## src/rtl/intx_pkg.sv

```systemverilog
package intx_pkg;
    typedef enum logic {
        SEL_STATUS = 1'b0,
        SEL_ENABLE = 1'b1
    } reg_sel_e;
endpackage

```

## src/rtl/intx_status_cell.sv

```systemverilog
module intx_status_cell (
    input  logic clk,
    input  logic rst_n,
    input  logic src_i,
    input  logic clr_i,
    output logic stat_o
);
    typedef struct packed {
        logic stat;
    } cell_t;

    cell_t c_d, c_q;

    always_comb begin
        c_d = c_q;
        if (clr_i) c_d.stat = 1'b0;
        if (src_i) c_d.stat = 1'b1;   // set wins over clear
    end

    always_ff @(posedge clk) begin
        if (!rst_n) c_q <= '0;
        else        c_q <= c_d;
    end

    assign stat_o = c_q.stat;

    AST_SET_WINS: assert property (@(posedge clk) disable iff (!rst_n)
        src_i |=> stat_o);
    AST_CLEAR_ON_ONE: assert property (@(posedge clk) disable iff (!rst_n)
        (clr_i && !src_i) |=> !stat_o);
    AST_HOLD_NO_WRITE: assert property (@(posedge clk) disable iff (!rst_n)
        (!clr_i && !src_i) |=> $stable(stat_o));
endmodule

```

## src/rtl/intx_enable_reg.sv

```systemverilog
module intx_enable_reg #(
    parameter int NUM_SRC = 4
) (
    input  logic               clk,
    input  logic               rst_n,
    input  logic               wr_i,
    input  logic [NUM_SRC-1:0] data_i,
    output logic [NUM_SRC-1:0] en_o
);
    typedef struct packed {
        logic [NUM_SRC-1:0] en;
    } en_t;

    en_t e_d, e_q;

    always_comb begin
        e_d = e_q;
        if (wr_i) e_d.en = data_i;
    end

    always_ff @(posedge clk) begin
        if (!rst_n) e_q <= '0;
        else        e_q <= e_d;
    end

    assign en_o = e_q.en;

    AST_EN_HOLD: assert property (@(posedge clk) disable iff (!rst_n)
        !wr_i |=> $stable(en_o));
    AST_EN_LOAD: assert property (@(posedge clk) disable iff (!rst_n)
        wr_i |=> (en_o == $past(data_i)));
endmodule

```

## src/rtl/intx_irq_merge.sv

```systemverilog
module intx_irq_merge #(
    parameter int NUM_SRC = 4
) (
    input  logic               clk,
    input  logic               rst_n,
    input  logic [NUM_SRC-1:0] status_i,
    input  logic [NUM_SRC-1:0] enable_i,
    output logic               irq_o
);
    typedef struct packed {
        logic irq;
    } merge_t;

    merge_t m_d, m_q;

    always_comb begin
        m_d     = m_q;
        m_d.irq = |(status_i & enable_i);
    end

    always_ff @(posedge clk) begin
        if (!rst_n) m_q <= '0;
        else        m_q <= m_d;
    end

    assign irq_o = m_q.irq;

    AST_IRQ_RISE: assert property (@(posedge clk) disable iff (!rst_n)
        (|(status_i & enable_i)) |=> irq_o);
    AST_IRQ_MASKED: assert property (@(posedge clk) disable iff (!rst_n)
        (enable_i == '0) |=> !irq_o);
endmodule

```

## src/rtl/intx_ctrl.sv

```systemverilog
module intx_ctrl #(
    parameter int DATA_W    = 32,
    parameter int NUM_SRC   = 4,
    parameter int START_BIT = 5
) (
    input  logic               clk,
    input  logic               rst_n,
    input  logic [NUM_SRC-1:0] intx_src_i,
    input  logic               reg_wr_i,
    input  logic               reg_sel_i,
    input  logic [DATA_W-1:0]  reg_wdata_i,
    output logic [DATA_W-1:0]  reg_rdata_o,
    output logic               irq_o
);
    import intx_pkg::*;

    localparam logic [DATA_W-1:0] FIELD_MASK =
        {{(DATA_W-NUM_SRC){1'b0}}, {NUM_SRC{1'b1}}} << START_BIT;

    reg_sel_e           sel;
    logic [NUM_SRC-1:0] wr_field;
    logic [NUM_SRC-1:0] clr_vec;
    logic [NUM_SRC-1:0] status;
    logic [NUM_SRC-1:0] enable;
    logic               en_wr;
    logic [DATA_W-1:0]  unused_wdata;

    assign sel          = reg_sel_e'(reg_sel_i);
    assign wr_field     = reg_wdata_i[START_BIT +: NUM_SRC];
    assign unused_wdata = reg_wdata_i & ~FIELD_MASK;

    always_comb begin
        clr_vec = '0;
        en_wr   = 1'b0;
        if (reg_wr_i) begin
            if (sel == SEL_STATUS) clr_vec = wr_field;
            else                   en_wr   = 1'b1;
        end
    end

    for (genvar i = 0; i < NUM_SRC; i++) begin : g_cell
        intx_status_cell u_cell (
            .clk    (clk),
            .rst_n  (rst_n),
            .src_i  (intx_src_i[i]),
            .clr_i  (clr_vec[i]),
            .stat_o (status[i])
        );
    end

    intx_enable_reg #(.NUM_SRC(NUM_SRC)) u_enable (
        .clk    (clk),
        .rst_n  (rst_n),
        .wr_i   (en_wr),
        .data_i (wr_field),
        .en_o   (enable)
    );

    intx_irq_merge #(.NUM_SRC(NUM_SRC)) u_merge (
        .clk      (clk),
        .rst_n    (rst_n),
        .status_i (status),
        .enable_i (enable),
        .irq_o    (irq_o)
    );

    always_comb begin
        reg_rdata_o = '0;
        if (sel == SEL_STATUS) reg_rdata_o[START_BIT +: NUM_SRC] = status;
        else                   reg_rdata_o[START_BIT +: NUM_SRC] = enable;
    end

    AST_STATUS_STABLE_ON_EN_WR: assert property (@(posedge clk) disable iff (!rst_n)
        (en_wr && intx_src_i == '0) |=> $stable(status));
endmodule

```

## config.mk

```make
export PLATFORM = sky130hd
export DESIGN_NAME = intx_ctrl
export DESIGN_NICKNAME = d
export VERILOG_FILES = /design/src/rtl/intx_pkg.sv /design/src/rtl/intx_status_cell.sv /design/src/rtl/intx_enable_reg.sv /design/src/rtl/intx_irq_merge.sv /design/src/rtl/intx_ctrl.sv
export SDC_FILE = /design/constraint.sdc
export NUM_CORES = 1
export LEC_CHECK = 0
export BUFFER_PORTS_ARGS = -buffer_cell sky130_fd_sc_hd__buf_4
export CORE_MARGIN = 4
export CORE_UTILIZATION = 35
export CTS_CLUSTER_DIAMETER = 150
export DETAILED_ROUTE_END_ITERATION = 16
export PLACE_DENSITY = 0.83
export RECOVER_POWER = 100
export SLEW_MARGIN = 10
export SYNTH_ARGS = -nofsm -noshare
export SYNTH_HDL_FRONTEND = slang
export SYNTH_SLANG_ARGS = --single-unit
```

## constraint.sdc

```tcl
create_clock -name clk -period 1.3 [get_ports clk]
set_input_delay 0.065 -clock clk [delete_from_list [all_inputs] [get_ports clk]]
set_output_delay 0.065 -clock clk [all_outputs]
set_load 0.01 [all_outputs]
```

# [Yosys cells after proc, flatten, opt, wreduce, memory -nomap -nowiden]
# Cells that the tools add are included.
[totals] regBits=9 input_bits=40 elab_cells=25 output_inout_bits=33
[classes] n_mux=13 bitwise_logic=1 n_reduce_logical=5
[op_table] cell="$mux W4" count=3
[op_table] cell="$mux W1" count=10
[op_table] cell="$reduce_bool A2 Y1" count=4
[op_table] cell="$and A4 B4 Y4" count=1
[op_table] cell="$reduce_or A4 Y1" count=1

# [Logic depth before layout (Yosys ltp)]
[depth] ltp_word=4 ltp_mapped=3

# [Modules after synthesis]
# Synthesis repeated with hierarchy kept, for this count alone.
[unflattened] cells_unflattened=68 hier_area_um2=696.9
[modules_own_cells] mod="intx_ctrl" cells_each=39 n_inst=1 area_each_um2=332.8
[modules_own_cells] mod="intx_status_cell" cells_each=3 n_inst=4 area_each_um2=41.3
[modules_own_cells] mod="intx_enable_reg" cells_each=13 n_inst=1 area_each_um2=156.4
[modules_own_cells] mod="intx_irq_merge" cells_each=4 n_inst=1 area_each_um2=42.5

# [Worst setup path before layout]
# OpenSTA, ideal clock, no wires.
[synth_path] path_kind="register to register" start="register, netlist name u_enable.en_o[0]" end="register u_enable.e_q (netlist bit u_enable.en_o[0])" t_arrival_ps=557 stages_incl_launch_ff=3 setup_time_ps=115 setup_slack_ps=629 required_ps=1185 path_buffers=0 cell_sequence="dfxtp_1 a21boi_0 o21a_1"
[synth_lines] element="to (signal assigned)" line_no="intx_enable_reg.sv:22" text="if (!rst_n) e_q <= '0;"
[synth_lines] element="to (signal assigned)" line_no="intx_enable_reg.sv:23" text="else e_q <= e_d;"
[synth_lines] element="to (decl)" line_no="intx_enable_reg.sv:14" text="en_t e_d, e_q;"

# [Worst setup path in the final report]
[layout_path] start="register u_enable.e_q (netlist bit u_enable.en_o[0])" end="output reg_rdata_o[5]"
[layout_via] elab_chain_cells=1
[layout_lines] element="$mux W4" line_no="intx_ctrl.sv:69" text="if (sel == SEL_STATUS) reg_rdata_o[START_BIT +: NUM_SRC] = status;"
[layout_lines] element="to (decl)" line_no="intx_ctrl.sv:12" text="output logic [DATA_W-1:0] reg_rdata_o,"
# No other way between the ends.

==> results.md <==
- The via count of the first global-routing pass came to 387.
- The number of max-slew violations in the final report is 0.
- The layout-stage area growth over the synthesis result is 11.64%.
- The part of the Yosys area used for sequential elements is 28.40%.
- The number of vias after detailed routing is 465.
- The class of the tightest hold or removal check is in2reg.
- The shortest period the worst path allows is 1039 ps.
- The final critical-path setup slack is 260.9 ps.
- The cell at the slowest stage of the critical path is dfxtp_1.
- In this run the mean area of a mapped cell was 8.811 µm².
- The most used standard cell by instance count after synthesis is buf_4.
- After the first detailed-routing iteration, the DRC count stood at 7.
- During synthesis, Yosys emitted a total of 0 warnings.
- Ranked by instance count, the synthesized netlist is headed by buf_4, dfxtp_1, a21boi_0.
- The synthesized netlist devotes 20.12% of its cell area to compound gates.
- The post-synthesis share of cell area spent on and, or, nand and nor gates is 5.720%.
- Along the worst path, the maximum fanout reaches 3.
- The critical path goes through mux2_2, clkbuf_1.
- The cell leakage power is 0.3535 nW.
- The synthesized netlist occupies a cell area of 634.4 µm².
- Detailed placement ended at an HPWL of 917.6 µm.
- The pin count of the biggest net entering global routing is 14.
- The largest single stage delay on the critical path is 320 ps.
- The ratio of total power to cell area is 919.2 nW/µm².
- The count of port buffers added during placement is 16.
- The flow ran to the end, and the final reports show no timing, DRC or antenna violations.
- The die is 50.57 µm tall.
- The CTS tree is done.
- In this run the standard cell core region covers 1727 µm².
- The fraction of synthesized cell area taken by the top area cell type is 33.14%.
- The total number of nets in the final design is 134.
- The die boundary width is 50.57 µm.
- The starting density of the core is 36.74%.
- The die covers 2557 µm².
- The number of antenna violations at the first check in global routing is 0.
- STA classifies the critical path endpoint as an output port.
- The number of clock sinks seen by CTS is 9.
- The number of iterations in the first detailed-routing pass is 4.
- The overall fraction of global-route tracks in use is 8.749%.
- The routed design has 1148 µm of wire.
- The final weighted congestion in routability-driven placement is 0.7121.
- The number of gates resized after CTS was 0.
- The average via count per standard cell is 3.941.
- The data required time of the worst path is 1240 ps.
- The number of DRC violations after detailed routing is 0.
- The fmax is 0.9624 GHz.
- The share of synthesized area spent on multiplexers is 7.101%.
- The count of endpoints failing hold in the final timing report is 0.
- The first global-routing pass estimated 1690 µm of wire.
- In the synthesized netlist the async set-or-reset flop fraction comes to 0%.
- The worst-case IR drop observed on VDD is 0.4299 mV.
- Dividing the detail-routed wire length by the instance count gives 9.729 µm.
- Across the routed clock network, the largest skew measured is 5.383 ps.
- In the synthesized netlist, the number of instances is 72.
- After synthesis, the cell types taking the most area are buf_4, dfxtp_1, mux2_2, a21boi_0, o21a_1.
- The clock passes through at most 2 buffers.
- The cell sitting at the root of the clock tree is a clkbuf_4.
- The count of antenna diodes in the layout is 0.
- Counting distinct cell types in the post-synthesis netlist gives 15.
- The dominant synthesized flop cell is dfxtp_1.
- The aggregate negative setup slack is 0 ps.
- The worst setup path is launched from a register.
- Setup repair after global routing left no endpoint under its margin.
- After synthesis, the largest family of logic cells by area is buffers and inverters.
- The number of primary I/O pins is 73.
- The worst-skew pair later-pin latency is 250 ps.
- The post-route antenna net violation count is 0.
- The synthesized design contains 9 register bits.
- The portion of the clock cycle consumed by the worst path in the final layout is 79.93%.
- The number of levels the H-tree was split into is 1.
- The total global routing overflow is 0.
- The arithmetic-cell share of the synthesized area counting full adders, half adders and majority gates is 0%.
- Of the total synthesized cell area, the portion taken by XOR and XNOR cells is 0%.
- Setup violations remaining at the end of the flow were counted as 0.
- In this run, synthesis inferred 0 flip-flops with an integrated enable.
- Cells fill 41.01% of the core in the end.
- The post-route netlist has 22.58% of its cells at a drive strength greater than 1.
- The number of clock buffers inserted by TritonCTS is 3.
- The critical path is of the reg2out type.
- The worst slack at placement is 518.2 ps.
- Summed over all instances, the cell type with the most area after synthesis is buf_4.
- The data arrival time of the critical path is 970 ps.
- The clock-pin slew reported for the worst setup and hold paths after clock tree synthesis is 60 ps.
- The max-cap check violation count is 0.
- Row generation in the floorplan step produced 15 rows.
==> metal layers <==
| layer | share of wire [%] | global-route usage, % | up-vias |
|---|---|---|---|
| li1 | - | - | 230 |
| met1 | 41 | 10.70 | 204 |
| met2 | 46 | 12.83 | 31 |
| met3 | 13 | 2.374 | 0 |
| met4 | 0 | 6.726 | 0 |
| met5 | 0 | 0 | - |
==> cells by family (layout without fill, tap and decap cells) <==
group	Yosys count	after routing
buffers and inverters	34	28
other	1	28
AOI/OAI and AO/OA	19	19
muxes	4	4
DFF	9	9
and+or+nand+nor	5	5
==> cells in the final DEF, fill, tap and decap left out <==
| cell | Yosys | final |
|---|---|---|
| a21boi_0 | 5 | 5 |
| a22oi_1 | 2 | 2 |
| a31oi_1 | 4 | 4 |
| and2b_2 | 1 | 1 |
| and3_1 | 2 | 2 |
| and3_2 | 2 | 2 |
| buf_4 | 28 | 7 |
| clkbuf_1 | 0 | 6 |
| clkbuf_4 | 0 | 7 |
| conb_1 | 1 | 28 |
| dfxtp_1 | 9 | 9 |
| dlygate4sd3_1 | 0 | 4 |
| inv_1 | 4 | 4 |
| mux2_2 | 4 | 4 |
| o21a_1 | 4 | 4 |
| o21ai_0 | 4 | 4 |
==> report_power, final <==
part / internal [mW] / switching (mW)
combinational: 0.0588 / 0.0807
clock: 0.118 / 0.0903
sequential: 0.293 / 0.0107
==> state kept, by name (all words and copies together), names as in the netlist <==
register and flops:
u_enable.en_o 4, g_cell.u_cell.stat_o 4, u_merge.irq_o 1
==> timing repair <==
item                                    4_1_cts  5_1_grt
setup buffers                                 0        0
endpoints found under the setup margin        0        0
hold buffers                                  4        0
hold endpoints to repair                      4        0
==> final timing paths <==
check | depth (start not counted) | start | slack (ps) | endpoint
max | 2 | u_enable.en_o[0] | 260 | reg_rdata_o[5]
min | 3 | intx_src_i[0] | 70 | g_cell[0].u_cell.stat_o
max reg2reg | 2 | u_enable.en_o[3] | 580 | u_enable.en_o[3]
min reg2reg | 2 | g_cell[1].u_cell.stat_o | 550 | g_cell[1].u_cell.stat_o
==> worst max-delay path, delay by kind of cell, from the launching register on <==
kind / cells / cell delay, ps
flip-flops: 1 / 320
multiplexers: 1 / 270
buffers and inverters: 1 / 130
==> stage by stage <==
step	hold slack [ps]	instances	total power [mW]	instance area [µm²]
finish	70.67	118	0.6510	708.2
global route	75.44	118	0.6939	708.2
CTS	62.85	118	0.6719	726.9
detailed placement	262.2	110	0.4471	660.6
global placement	257.4	110	0.4427	660.6
floorplan	165.2	99	0.4562	735.7
==> layout make-up <==
cell class	instances	area, µm²
fillers	195	1018
multi-input cells	56	314.1
flip-flops and latches	9	180.2
repair buffers	20	141.4
well taps	25	31.28
clock buffers	4	26.28
inverters	4	15.01
(Power assumes the default switching activity.)
